$ cat src/rtl/rcu_pkg.sv
package rcu_pkg;
  localparam int unsigned REP_W_DEF = 8;
  localparam int unsigned BUS_W_DEF = 16;
endpackage

$ cat src/rtl/rcu_reg.sv
module rcu_reg #(
  parameter int unsigned REP_W = rcu_pkg::REP_W_DEF,
  parameter int unsigned BUS_W = rcu_pkg::BUS_W_DEF
) (
  input  logic             clk_i,
  input  logic             rst_ni,
  input  logic             wr_en_i,
  input  logic [BUS_W-1:0] wr_data_i,
  output logic [REP_W-1:0] rep_o,
  output logic [BUS_W-1:0] rd_data_o
);
  localparam int unsigned PAD_W = BUS_W - REP_W;

  logic [REP_W-1:0] rep_q;
  logic             unused_hi;

  assign unused_hi = ^wr_data_i[BUS_W-1:REP_W];

  always_ff @(posedge clk_i or negedge rst_ni) begin
    if (!rst_ni)      rep_q <= '0;
    else if (wr_en_i) rep_q <= wr_data_i[REP_W-1:0];
  end

  assign rep_o     = rep_q;
  assign rd_data_o = {{PAD_W{1'b0}}, rep_q};

  AST_WR_STORE: assert property (@(posedge clk_i) disable iff (!rst_ni)
    wr_en_i |=> rep_o == $past(wr_data_i[REP_W-1:0]));
  AST_NO_WR_HOLD: assert property (@(posedge clk_i) disable iff (!rst_ni)
    !wr_en_i |=> $stable(rep_o));
endmodule

$ cat src/rtl/rcu_evsel.sv
module rcu_evsel (
  input  logic ovf_i,
  input  logic unf_i,
  input  logic center_i,
  output logic ev_o
);
  // edge-aligned: overflow marks the period end; center-aligned: both halves
  assign ev_o = ovf_i | (center_i & unf_i);

  always_comb begin
    AST_EDGE_IGNORES_UNF: assert (center_i || ev_o == ovf_i);
  end
endmodule

$ cat src/rtl/rcu_downcnt.sv
module rcu_downcnt #(
  parameter int unsigned REP_W = rcu_pkg::REP_W_DEF
) (
  input  logic             clk_i,
  input  logic             rst_ni,
  input  logic             ev_i,
  input  logic [REP_W-1:0] rep_i,
  input  logic             irq_en_i,
  output logic             upd_o,
  output logic             irq_o
);
  logic [REP_W-1:0] cnt_q;
  logic             fire;
  logic             upd_q;
  logic             irq_q;

  assign fire = ev_i && (cnt_q == '0);

  always_ff @(posedge clk_i or negedge rst_ni) begin
    if (!rst_ni) begin
      cnt_q <= '0;
      upd_q <= 1'b0;
      irq_q <= 1'b0;
    end else begin
      upd_q <= fire;
      irq_q <= fire & irq_en_i;
      if (ev_i) begin
        if (fire) cnt_q <= rep_i;
        else      cnt_q <= cnt_q - 1'b1;
      end
    end
  end

  assign upd_o = upd_q;
  assign irq_o = irq_q;

  AST_RELOAD_OLD: assert property (@(posedge clk_i) disable iff (!rst_ni)
    upd_o |-> cnt_q == $past(rep_i));
  AST_DECREMENT: assert property (@(posedge clk_i) disable iff (!rst_ni)
    (ev_i && cnt_q != '0) |=> cnt_q == $past(cnt_q) - 1'b1 && !upd_o);
  AST_HOLD_IDLE: assert property (@(posedge clk_i) disable iff (!rst_ni)
    !ev_i |=> $stable(cnt_q) && !upd_o);
  AST_UPD_CAUSE: assert property (@(posedge clk_i) disable iff (!rst_ni)
    upd_o |-> $past(ev_i));
  AST_IRQ_GATED: assert property (@(posedge clk_i) disable iff (!rst_ni)
    irq_o |-> upd_o && $past(irq_en_i));
endmodule

$ cat src/rtl/rcu_top.sv
module rcu_top #(
  parameter int unsigned REP_W = rcu_pkg::REP_W_DEF,
  parameter int unsigned BUS_W = rcu_pkg::BUS_W_DEF
) (
  input  logic             clk_i,
  input  logic             rst_ni,
  input  logic             wr_en_i,
  input  logic [BUS_W-1:0] wr_data_i,
  output logic [BUS_W-1:0] rd_data_o,
  input  logic             ovf_i,
  input  logic             unf_i,
  input  logic             center_i,
  input  logic             irq_en_i,
  output logic             upd_o,
  output logic             irq_o
);
  logic [REP_W-1:0] rep;
  logic             ev;

  rcu_reg #(.REP_W(REP_W), .BUS_W(BUS_W)) u_reg (
    .clk_i     (clk_i),
    .rst_ni    (rst_ni),
    .wr_en_i   (wr_en_i),
    .wr_data_i (wr_data_i),
    .rep_o     (rep),
    .rd_data_o (rd_data_o)
  );

  rcu_evsel u_evsel (
    .ovf_i    (ovf_i),
    .unf_i    (unf_i),
    .center_i (center_i),
    .ev_o     (ev)
  );

  rcu_downcnt #(.REP_W(REP_W)) u_cnt (
    .clk_i    (clk_i),
    .rst_ni   (rst_ni),
    .ev_i     (ev),
    .rep_i    (rep),
    .irq_en_i (irq_en_i),
    .upd_o    (upd_o),
    .irq_o    (irq_o)
  );
endmodule

$ cat config.mk
export PLATFORM = sky130hd
export DESIGN_NAME = rcu_top
export DESIGN_NICKNAME = d
export VERILOG_FILES = /design/src/rtl/rcu_pkg.sv /design/src/rtl/rcu_reg.sv /design/src/rtl/rcu_evsel.sv /design/src/rtl/rcu_downcnt.sv /design/src/rtl/rcu_top.sv
export SDC_FILE = /design/constraint.sdc
export NUM_CORES = 1
export LEC_CHECK = 0
export ABC_AREA = 1
export BUFFER_PORTS_ARGS = -buffer_cell sky130_fd_sc_hd__buf_2
export CORE_MARGIN = 2
export CORE_UTILIZATION = 45
export CTS_BUF_LIST = sky130_fd_sc_hd__clkbuf_8
export CTS_CLUSTER_SIZE = 10
export DETAILED_ROUTE_END_ITERATION = 10
export GPL_TIMING_DRIVEN = 0
export PLACE_DENSITY = 0.76
export SYNTH_ARGS = -nofsm -noshare
export SYNTH_HDL_FRONTEND = slang
export SYNTH_SLANG_ARGS = --single-unit
$ cat constraint.sdc
create_clock -name clk_i -period 1.6 [get_ports clk_i]
set_clock_uncertainty 0.2 [all_clocks]
set_input_delay 0.24 -clock clk_i [delete_from_list [all_inputs] [get_ports clk_i]]
set_output_delay 0.24 -clock clk_i [all_outputs]
set_load 0.02 [all_outputs]
Yosys cells after proc, flatten, opt, wreduce, memory -nomap -nowiden
Cells that the tools add are included.
Operators by class
  add/sub/neg operators: 1
  bitwise operators: 3
  multiplexer cells: 1
  reduce and logical (&&, ||, !) cells: 2
Operators by type and width (number)
  zero test 8 bit: 1
  two-way mux 8 bit: 1
  subtractor 8 x 1 -> 8 bit (second input constant): 1
  bitwise AND 1 bit: 2
  logical AND 1 bit: 1
  bitwise OR 1 bit: 1
Word-level totals
  register bits: 18
  word-level logic and storage cells: 11
  output and inout port bits: 18
  input port bits: 23

Longest topological paths before layout
Gate-level depths: netlist of run 1.
  depth after elaboration: 4
  mapped depth: 10
  mapped depth without buffers: 10

Modules after synthesis
Synthesis of run 1 repeated with hierarchy kept, for this count alone.
Second synthesis, totals
  cell total of the unflattened synthesis: 142
  area, all modules: 1063.5 um2
Modules (own cells, without submodules)
  rcu_downcnt: area an instance 623.1 um2, seq. area each 250.2 um2, instances 1, cells each 88
  rcu_reg: area an instance 429.2 um2, seq. area each 200.2 um2, instances 1, cells each 51
  rcu_evsel: area an instance 11.3 um2, seq. area each 0.0 um2, instances 1, cells each 3

Worst setup path after synthesis of run 1
No wires, ideal clock.
  path kind: register -> register
  start point: reg u_cnt.cnt_q[0]
  end point: reg u_cnt.cnt_q[0]
  stages on the path, launching flop included: 10
  buffers on the path: 0
  path slack: 0.122 ns
  arrival: 1.148 ns
  clock period less this slack: 1.478 ns
  data required time: 1.270 ns
  path through: dfrtp_1 -> inv_1 -> ha_1 -> inv_1 -> nor2_4 -> nand2_2 -> inv_1 -> nand2_4 -> nand3_1 -> o211ai_1
Between the ends
  cells in the longest elaborated chain, start to end: 3
Ends and longest elaborated chain
  from (decl): line rcu_downcnt.sv:12  | logic [REP_W-1:0] cnt_q;
  from (signal assigned): line rcu_downcnt.sv:28  | if (fire) cnt_q <= rep_i;
  from (signal assigned): line rcu_downcnt.sv:29  | else cnt_q <= cnt_q - 1'b1;
  parallel branches: the longest is 2 deep, another holds subtractor 8 x 1 -> 8 bit
  two-way mux 8 bit *: line rcu_downcnt.sv:28
Mark *: on every way between the ends.
A chain may end at the register's enable or synchronous reset.

Final worst setup path of run 1
  start point: reg u_cnt.cnt_q[0]
  end point: reg u_cnt.cnt_q[1]
Between the ends
  cells in the longest elaborated chain, start to end: 3
Ends and longest elaborated chain
  zero test 8 bit: line rcu_downcnt.sv:17  | assign fire = ev_i && (cnt_q == '0);
  logical AND 1 bit: line rcu_downcnt.sv:17
  net u_cnt.fire: line rcu_downcnt.sv:13  | logic fire;
  two-way mux 8 bit: line rcu_downcnt.sv:28
The timed path passes the listed nets, and every way through them passes these cells.

==> results of run 1 <==
## worst register-to-register path, delay by kind of cell (launching register included)
kind / cells / cell delay (ps)
simple gates: 4 / 460
flops: 1 / 400
buf+inv: 3 / 270
fa+ha+maj: 1 / 130
compound gates: 1 / 90
## sequential cells by signal, summed over array words and instances, names as in the netlist
register and cells:
u_cnt.cnt_q 8, u_cnt.irq_o 1, u_cnt.upd_o 1, u_reg.rep_o 8
## layout make-up
| class | count | area, sq um | area share |
|---|---|---|---|
| plain buffers | 9 | 63.81 | 0.04880 |
| clock buffers | 4 | 55.05 | 0.04211 |
| inverters | 20 | 75.07 | 0.05742 |
| multi-input cells | 83 | 455.4 | 0.3483 |
| flip-flops and latches | 18 | 450.4 | 0.3445 |
| well taps | 27 | 33.78 | 0.02584 |
| repair buffers | 30 | 173.9 | 0.1330 |
## cell families after synthesis
logic type,Yosys count,share of synthesized area
simple gates,55,0.2772
buf+inv,29,0.1405
flops,18,0.4557
mux,1,0.01139
fa+ha+maj,1,0.01266
compound gates,18,0.09872
other cells,1,0.003794
## layout by cell type (no fill, tap or decap), drive strengths merged
master,Yosys,layout
ha,1,1
o211ai,3,3
dfrtp,18,18
inv,20,20
nand2,40,40
o21ai,12,12
dlygate4sd3,0,2
nor2,7,7
clkbuf,1,5
buf,8,36
a21oi,3,3
conb,1,8
nand3,8,8
mux2,1,1
## per-stage QoR
step | cell area (sq um) | cells
6_report | 1308 | 191
5_1_grt | 1308 | 191
4_1_cts | 1276 | 189
3_5_place_dp | 1169 | 181
3_3_place_gp | 1169 | 181
2_1_floorplan | 1015 | 130
## worst min-delay path by stage
stage	end	slack (ps)	depth (start not counted)
finish	u_reg.rep_o[0]	-4	3
global route	u_reg.rep_o[3]	10	3
CTS	u_reg.rep_o[0]	0.7	3
detailed placement	u_cnt.cnt_q[0]	-10	1
global placement	u_reg.rep_o[0]	-20	1
floorplan	u_cnt.cnt_q[0]	-260	0
## metal layers
| layer | up-vias | global-route usage | part of all wire |
|---|---|---|---|
| met5 | - | 0 | 0 |
| met4 | 0 | 0.06757 | 0.0094 |
| met3 | 2 | 0.02047 | 0.043 |
| met2 | 31 | 0.3246 | 0.53 |
| met1 | 413 | 0.2210 | 0.41 |
| li1 | 450 | - | - |
## power breakdown
part	switching (uW)	internal [uW]
Clock	152	218
Combinational	339	215
Sequential	92.1	547
## what timing repair did
action	CTS	global route
buffers inserted	2	2
hold endpoints to repair	19	0
resized for setup	7	5
hold buffers	2	0
endpoints found under the setup margin	8	8
pin swaps	4	7
==> flow_results.org, run 1 <==
** Status
- The flow ran to the end, but the final reports show violations.
- Violated checks :: hold timing, setup timing

** Critical path
- For this run, the slowest stage of the critical path takes 400 ps.
- Cell with the largest stage delay on the worst path :: dfrtp_1
- Traced cell by cell, the critical path runs through inv_2 > ha_4 > inv_2 > nor2_4 > nand2_4 > nor2_4 > buf_6 > nand2_2 > o211ai_1.
- Kind of capture point of the worst setup path :: flip-flop
- Startpoint of the worst setup timing path :: u_cnt.cnt_q[0]
- The critical path crosses 9 cells after its start point.
- Counting both buffers and inverters, the worst setup path holds a total of 3.
- Worst-path maximum fanout :: 6
- The worst register-to-register path ends at u_cnt.cnt_q[1].
- The worst register-to-register path has a depth of 9.
- Register-to-register setup slack :: -20 ps
- CP Data Required Time :: between 1500 and 2000 ps
- Following the worst setup path forward leads to its endpoint at u_cnt.cnt_q[1].
- Kind of start point of the critical path :: flip-flop
- The critical path is of the flip-flop to flip-flop type.
- Data arrival, critical path :: 1580 ps
- On the critical path the largest part of the delay comes from simple AND/OR/NAND/NOR gates.
- In this run the critical register-to-register path is launched from u_cnt.cnt_q[0].

** Synth
- Summing every instance area after synthesis gives 988.4 sq um.
- Average cell area after synthesis :: between 8 and 9 sq um
- Counting flops with an async set or reset pin after synthesis yields a share of 1.000.
- Ranked by total cell area, the synthesized netlist is headed by dfrtp_1 (46%), nand2_1 (14%), inv_1 (7.2%).
- Of the post-synthesis cell area, the dominant cell type holds 0.4557.
- Most frequent cells after synthesis :: nand2_1 (36), inv_1 (19), dfrtp_1 (18)
- Synthesis inferred 18 register bits.
- Cell with the most instances after synthesis :: nand2_1
- Distinct cells, synth :: 20
- Among all flip-flop cells after synthesis, the most frequent one is dfrtp_1.
- Counting flops with a built-in enable in the synthesized netlist gives 0.
- Synthesized instance count :: about 120
- Of the synthesized area, sequential elements account for 0.4557.
- Biggest area consumer among synthesized cells :: dfrtp_1
- Total number of yosys warnings :: 0

** Placement
- Detailed placement ended at an HPWL of 1.580 mm.
- Before CTS, the worst setup slack after placement is -71.30 ps.
- At the end of routability-driven placement, the weighted congestion stood at roughly 0.79.
- Count of input and output buffers :: 24

** Pwr
- Total power for the finished layout comes to between 1500 and 2000 uW.
- Dividing total power by cell area gives a power density of 1195 nW/um^2.
- The analysis attributes to cell leakage a power of between 0.0007 and 0.0008 uW.
- Worst vdd ir :: 838.5 uV

** STA
- Hold timing on the final database bottoms out at a slack of -4.487 ps.
- Count of endpoints failing hold in the final timing report :: 1
- Final setup slack of the worst path :: -17.61 ps
- Fin. max-slew vios :: 0
- In the final timing run, aggregate negative setup slack is -27.52 ps.
- For the finished layout, the period the worst path requires is roughly 1600 ps.
- Setup violations remaining at the end of the flow were counted as 2.
- Tcrit/Tclk final :: 1.011
- RSZ-0062 raised after global routing :: yes
- Timing would allow up to 0.6182 GHz.

** Clocking
- Clock tree synthesis found a total of 18 sinks.
- TritonCTS built the clock tree.
- Bufs on Longest Clock Path :: 2
- Clock tree synthesis inserted a total of 3 buffers.
- Later-pin clock latency in the skew report :: 250 ps
- CTS placed an instance of clkbuf_8 at the clock tree root.
- Clock-pin slew was measured on the worst setup and hold paths at about 70 ps.
- In this run the number of H-tree levels came out at 1.

** Layout
- After the last flow step, the layout net total stands at 189.
- The repair_antennas step left the layout with diodes totalling 0.
- Counting the fill cells in the layout gives 168.
- Layout overhead on the synthesized area :: 32.28%
- In the final layout, the share of cells above drive strength 1 is 0.3720.
- Final design utilization :: 0.6467

** Worst hold path
- Source of the worst hold timing path :: wr_data_i[0]
- Path type of the worst min-delay path :: input pin to flip-flop

** GRT
- In the global route stage, overall resource usage came out at 0.1802.
- Via count of the first global-routing pass :: 828
- Maximum number of pins on one net before global-route repair :: 19
- Wire length of the first global-routing pass :: ~3.6 mm
- Remaining global-route overflow :: 0
- Antenna violations before repair :: 0

** Detailed routing
- After detailed routing, the average wire length per cell comes to 11.16 um.
- Detailed Route Iter0 Violations :: 12
- The detail route stage leaves a number of antenna-violating nets equal to 0.
- For this block, the routed nets add up to between 2 and 2.5 mm of wire.
- Detailed routing inserted a total of 896 vias.
- Using the TritonRoute via totals, the vias-per-cell ratio works out to 4.691.
- For this run, design rule violations remaining after detail routing come to 0.
- Drt first pass iters :: 4

** Floorplanning
- Measured along the y axis, the die boundary spans a little over 50 um.
- Row cnt :: 16
- Count of pins on the block boundary :: 41
- The die is between 50 and 60 um wide.
- Starting Density :: 0.4889
- Area of the core region :: approximately 2000 sq um
- Total die area :: 2587 sq um

** Run
- Across the run, the number of max-cap violations was 0.
No activity file was read; power rests on OpenSTA's default activity.
==> run 2: changes to the inputs <==
- CORE_ASPECT_RATIO: default -> 0.75
==> run 2 against run 1 <==
Critical path type unchanged. Wire length grew 22%. Critical endpoint is now u_cnt.cnt_q[7]. First-iteration DRC count grew to 2.5 times the previous value. Maximum frequency down 0.82%. Critical path depth unchanged. The run ends with setup timing left. Largest power group is now combinational logic.
==> flow_results.org, run 2 (same netlist as run 1, synthesis figures left out) <==
** GRT
- Across every metal layer, demand over resource in global routing totals 0.2137.
- Maximum number of pins on one net before global-route repair :: 19
- Wire length of the first global-routing pass :: 3.967 mm
- Antenna violations before repair :: 0
- After global routing the overflow that remains totals 0.
- The via count of the first global-routing pass came to 886.

** Run
- Number of max-cap violations :: 0

** Critical path
- Slowest cell delay on critical path :: 370 ps
- By startpoint and endpoint, the worst setup path is classified as flip-flop to flip-flop.
- Among all stages on the critical path, the largest delay is contributed by dfrtp_1.
- Kind of capture point of the worst setup path :: flip-flop
- STA classifies the critical path startpoint as a flip-flop.
- Startpoint of the worst setup timing path :: u_cnt.cnt_q[1]
- STA puts the critical path data required time at 1570 ps.
- Cell Chain, Critical Path :: inv_2 > ha_4 > inv_2 > nor2_4 > nand2_4 > nor2_4 > a21oi_1 > nand2_1 > nand2_1
- Of all nets on the critical path, the largest fanout is 7.
- In this run the critical register-to-register path is launched from u_cnt.cnt_q[1].
- Data arrives at the worst endpoint at 1600 ps.
- The worst register-to-register path has a depth of 9.

** STA
- Count of endpoints failing hold in the final timing report :: 0
- RSZ-0062 raised after global routing :: yes
- Derived from the worst setup path, the maximum achievable clock frequency is a little over 0.6 GHz.
- Setup violations remaining at the end of the flow were counted as 5.
- In the final timing run, aggregate negative setup slack is -99.54 ps.
- Final-layout worst hold slack :: 37.20 ps
- Tcrit/Tclk final :: 1.019
- Final setup slack of the worst path :: -31.01 ps
- The number of slew-limit violations in the final report is 0.
- For the finished layout, the period the worst path requires is 1631 ps.

** Layout
- Share of post-route cells with drive strength above 1 :: 0.3621
- Filler cells :: 146
- Measured on the finished design, the core utilization comes to 0.6866.
- In the final design database the tool counted 199 nets.
- Layout overhead on the synthesized area :: 41.14%
- In the layout the commonest cells are nand2_1 (35), buf_2 (24), dfrtp_1 (18).
- Most common cell after layout, fill and taps aside :: nand2_1
- N_diodes :: 0

** Pwr
- Clock Power Share :: 0.232
- Of the total power, combinational logic draws 0.385.
- In this run the power density over the cells is 1209 nW/um^2.
- Sequential fraction of design power :: 0.383
- Worst vdd ir :: 927.0 uV
- For this design the static power due to leakage is 0.0007698 uW.
- P_sw :: around 640 uW
- Of the total power, the share spent switching nets is 0.3773.
- P_int :: 1050 uW

** Placement
- At the end of routability-driven placement, the weighted congestion stood at between 0.7 and 0.8.
- The count of buffers added on input and output ports is 24.
- Detailed placement ended at an HPWL of ~1.5 mm.

** Detailed routing
- Drt via density :: 4.758
- Drt first pass iters :: 4
- Final Routed Wirelength :: around 2.6 mm
- Detailed Route Iter0 Violations :: 30
- Dividing the detail-routed wire length by the instance count gives 13.11 um.
- Count of nets left with antenna violations after detail routing :: 0
- The routed layout has 942 vias.
- DRC violation count after routing :: 0

** Clocking
- The tree is rooted in a clkbuf_8.
- Clock sink total :: 18
- Bufs on Longest Clock Path :: 2
- At the later pin of the worst-skew pair, clock insertion delay measures 270 ps.
- TritonCTS built the clock tree.
- Clock Pin Slew Worst Setup and Hold Paths :: 80 ps
- CTS built an H-tree with a depth of 1.
- Number of buffers inserted during clock tree synthesis :: 3

** Floorplanning
- In this run the core area contains 14 standard-cell rows.
- Total die area :: 2591 sq um
- The floorplan step set the die height to 44.59 um.
- Count of pins on the block boundary :: 41
- Area of the core region :: 2032 sq um
- Measured along the x axis, the die boundary spans 58.12 um.
- Starting Density :: 0.4865

** Worst hold path
- Cell depth of the worst hold path :: 2
- The worst hold path belongs to the class input pin to flip-flop.
- The worst hold path begins at wr_data_i[1].

** Status
- Violated checks :: setup timing
- The run finished, with violations left.
run 2: cell count changes in the layout (fill, tap and decap cells not counted):
cell / before / now
nand2_1: 33 / 35
dlygate4sd3_1: 2 / 9
nand2_2: 4 / 2
o21ai_0: 11 / 10
o21ai_2: 0 / 1
buf_4: 11 / 14
run 2: worst max-delay path, delay by kind of cell, from the launching register on:
family	cells	cell delay [ps]
AND/OR/NAND/NOR	5	530
adder cells (fa/ha/maj)	1	150
buffers and inverters	2	140
AO/OA/AOI/OAI	1	110
flip-flops	1	370
run 2: layer usage:
metal  vias to the layer above  share of wire  GRT usage  wire [um]
met4                         0          0.025     0.1023         66
met1                       423           0.41     0.2500       1066
met2                        43           0.49     0.3636       1285
met3                        10          0.069    0.06433        178
li1                        466              -          -          -
met5                         -              0          0          0
run 2: power by group through the flow:
stage | logic [uW] | registers, uW | clock network, uW
after floorplan | 332 | 652 | 0
after global placement | 438 | 638 | 0
after detailed placement | 462 | 641 | 0
after CTS | 536 | 638 | 399
after global routing | 714 | 653 | 407
final | 648 | 646 | 392
run 2: cell type report:
| class | count | area, sq um | share of cell area |
|---|---|---|---|
| Buffer | 9 | 63.81 | 0.04574 |
| Tap cell | 24 | 30.03 | 0.02152 |
| Clock buffer | 4 | 55.05 | 0.03946 |
| Sequential cell | 18 | 450.4 | 0.3229 |
| Multi-Input combinational cell | 83 | 454.2 | 0.3256 |
| Timing Repair Buffer | 40 | 266.5 | 0.1910 |
| Inverter | 20 | 75.07 | 0.05381 |
run 2: stage by stage:
step	setup slack [ps]	std cells	power [uW]	cell area (sq um)
floorplan	121.7	130	983.9	1015
global placement	-2.661	178	1076	1165
detailed placement	-66.75	178	1104	1165
CTS	14.55	194	1574	1355
global route	-101.7	198	1774	1395
finish	-31.01	198	1686	1395
run 2: worst paths after layout:
kind / slack [ps] / to
setup / recovery: -30 / u_cnt.cnt_q[7]
hold / removal: 40 / u_reg.rep_o[1]
setup reg to reg: -30 / u_cnt.cnt_q[7]
hold reg to reg: 340 / u_cnt.cnt_q[6]
max in group asynchronous: 670 / u_reg.rep_o[7]
min in group asynchronous: 230 / u_cnt.cnt_q[7]
run 2: timing repair:
action	CTS	global route
hold endpoints to repair	26	0
pin swaps	3	10
resized for setup	7	5
hold buffers	9	0
endpoints found under the setup margin	8	8
setup buffers	3	4
==> run 3: changes to the inputs <==
- PLACE_DENSITY: 0.76 -> 0.74
- REMOVE_ABC_BUFFERS: default -> 1
- SYNTH_HIERARCHICAL: default -> 1
==> run 3 against run 2 <==
Combinational power decreased by 5.2%. Flip-flop and latch count unchanged. Largest power group is now registers. Core utilization fell by 11 points. Non-clock buffer count is 14 lower. Largest cell class unchanged. The run now ends clean.
==> flow_results.org, run 3 <==
** Pwr
- Leakage :: 0.0007387 uW
- In this run the power density over the cells is 1263 nW/um^2.
- Worst vdd ir :: 630.2 uV

** Floorplanning
- The die is approximately 60 um wide.
- The floorplan step defined a die boundary enclosing 2772 sq um.
- Row cnt :: 15
- The die is 46.10 um tall.
- Area of the core region :: 2271 sq um
- Starting Density :: 0.4683
- Count of pins on the block boundary :: 41

** Synth
- Biggest area consumer among synthesized cells :: dfrtp_1
- For this run, the number of Yosys warnings is 6.
- EDFF count, synth :: 0
- Async set or reset register ratio after synthesis :: 1.000
- Post-synthesis sequential area ratio :: 0.4235
- Number of flip-flops and latches in the synthesized netlist :: 18
- Counting instances in the post-synthesis netlist gives the leading cell types as nand2_1 (53), dfrtp_1 (18), buf_4 (16).
- Counting every instance in the synthesized netlist gives 142.
- Yosys mapped the design onto 20 distinct sky130hd cell types.
- Cell with the most instances after synthesis :: nand2_1
- Combined area of all synthesized cells :: 1064 sq um
- The share of synthesized area in the top cell type comes to 0.4235.
- Commonest register cell after synthesis :: dfrtp_1
- Average cell area after synthesis :: 7.490 sq um
- Biggest area contributors in the synthesized netlist :: dfrtp_1 (42%), nand2_1 (19%), buf_4 (11%)

** STA
- Crit path time final :: 1551 ps
- Setup repair after global routing could not meet its margin everywhere.
- Fin. max-slew vios :: 0
- Final-layout worst hold slack :: 29.13 ps
- Count of endpoints failing hold in the final timing report :: 0
- Dividing the final minimum period by the clock period gives 0.9694.
- Setup violations remaining at the end of the flow were counted as 0.
- Derived from the worst setup path, the maximum achievable clock frequency is 0.6447 GHz.

** Clocking
- The clock reaches the later pin of the worst-skew pair after 250 ps.
- Root Buffer Master :: clkbuf_8
- Counting the buffers created by CTS gives 3.
- TritonCTS built the clock tree.
- H-tree level count :: 1
- Clock-pin slew was measured on the worst setup and hold paths at around 70 ps.
- Bufs on Longest Clock Path :: 2
- Clock tree synthesis found a total of 18 sinks.

** Critical path
- For the worst setup path, the data arrival time is 1540 ps.
- Kind of start point of the critical path :: flip-flop
- CP Data Required Time :: between 1500 and 2000 ps
- Worst-path maximum fanout :: 5
- STA classifies the critical path endpoint as a flip-flop.
- Crit Path Class :: flip-flop to flip-flop

** Detailed routing
- Count of nets left with antenna violations after detail routing :: 0
- For this block, the routed nets add up to 2.410 mm of wire.
- Detailed Route Iter0 Violations :: 32
- Drt via density :: 4.634
- Via count :: 950
- The pre-antenna-repair detailed-routing pass consisted of 4 iterations.
- In the routed design, unresolved DRC markers number 0.
- Dividing the detail-routed wire length by the instance count gives 11.76 um.

** Layout
- The top cell types in the final layout, fill and taps aside, are nand2_1 (53), buf_2 (24), dfrtp_1 (18).
- N_diodes :: 0
- Most common cell after layout, fill and taps aside :: nand2_1
- The area growth from synthesis to layout is 23.88%.
- Post-route standard cell area excluding fillers :: 1318 sq um
- In the final layout, the share of cells above drive strength 1 is 0.2632.
- After the last flow step, the layout net total stands at 196.

** GRT
- Overall Global Routing Usage :: 0.1757
- Entering global routing, the biggest net connects 19 pins.
- The initial antenna violation count is 0.
- The via count of the first global-routing pass is 868.
- The first global-routing pass estimated 3.567 mm of wire.
- Summed over all layers, the global routing overflow is 0.

** Placement
- Instance area at placement :: between 1000 and 1500 sq um
- Routability congestion estimate :: 0.8840
- HPWL after DPL :: 1.536 mm
- Port buffering added 24 buffers.

** Status
- The flow ran to the end, and the final reports show no timing, DRC or antenna violations.

** Worst hold path
- The tightest min-delay check is of the input pin to flip-flop type.

** Run
- The tool flagged a number of max-cap violations equal to 0.
## run 3: path summary, 6_finish.rpt
path	endpoint	depth (start not counted)	slack, ps	from
worst min register to register	u_reg/rep_o[0]	2	300	u_reg/rep_o[0]
max in group asynchronous	u_reg/rep_o[2]	2	670	rst_ni
worst max register to register	u_cnt/cnt_q[1]	8	50	u_cnt/cnt_q[0]
worst max-delay path	u_cnt/cnt_q[1]	8	50	u_cnt/cnt_q[0]
worst min-delay path	u_reg/rep_o[7]	3	30	wr_data_i[7]
min in group asynchronous	u_cnt/cnt_q[2]	2	250	rst_ni
## run 3: repair_timing
| item | CTS | global route |
|---|---|---|
| endpoints found under the setup margin | 3 | 8 |
| setup buffers | 0 | 2 |
| pin swaps | 1 | 2 |
| hold endpoints to repair | 26 | 0 |
| hold buffers | 9 | 0 |
| cloned | 0 | 1 |
| gates resized for setup | 1 | 9 |
## run 3: cell families after synthesis
kind of cell	count (synthesis)	synth area share
compound gates	9	0.04588
other cells	1	0.003526
buf+inv	34	0.1835
flops	18	0.4235
fa+ha+maj	1	0.01176
simple gates	79	0.3318
## run 3: per-layer routing
layer  share of wire  track usage  wire (um)  vias up
li1                -            -          -      470
met1            0.43       0.2261       1036      444
met2            0.52       0.3087       1243       36
met3           0.054      0.03371        131        0
met4               0      0.04000          0        0
met5               0            0          0        -
## run 3: final cells by class
class | instances | area (sq um)
multi-input cells | 98 | 484.2
inverters | 16 | 60.06
fillers | 195 | 953.4
clock buffers | 4 | 55.05
well taps | 34 | 42.54
flip-flops and latches | 18 | 450.4
repair buffers | 35 | 225.2
## run 3: through the flow
stage / utilization / instances / worst slack, ps / power, uW / TNS [ps]
2_1_floorplan: - / 131 / 128.2 / 1047 / 0
3_3_place_gp: 0.4920 / 189 / 15.34 / 1159 / 0
3_5_place_dp: 0.4920 / 189 / -2.555 / 1182 / -2.555
4_1_cts: 0.5570 / 202 / 6.476 / 1578 / 0
5_1_grt: 0.5802 / 205 / -35.80 / 1794 / -67.88
6_report: 0.5802 / 205 / 48.99 / 1664 / 0
## run 3: where the power goes
| part | leakage, uW | internal (uW) | switching [uW] |
|---|---|---|---|
| logic | 0.000491 | 236 | 379 |
| registers | 0.000219 | 558 | 127 |
| clock network | 0.0000288 | 218 | 147 |
| total | 0.000739 | 1010 | 652 |
## run 3: critical path, stage by stage, from the launching register on
cell     delay [ps]
dfrtp_1         400
inv_2           100
ha_4            160
nand3_4          90
nor2_4          200
nand2_4         100
nand2_1          80
nand3_1          80
nand2_1          80
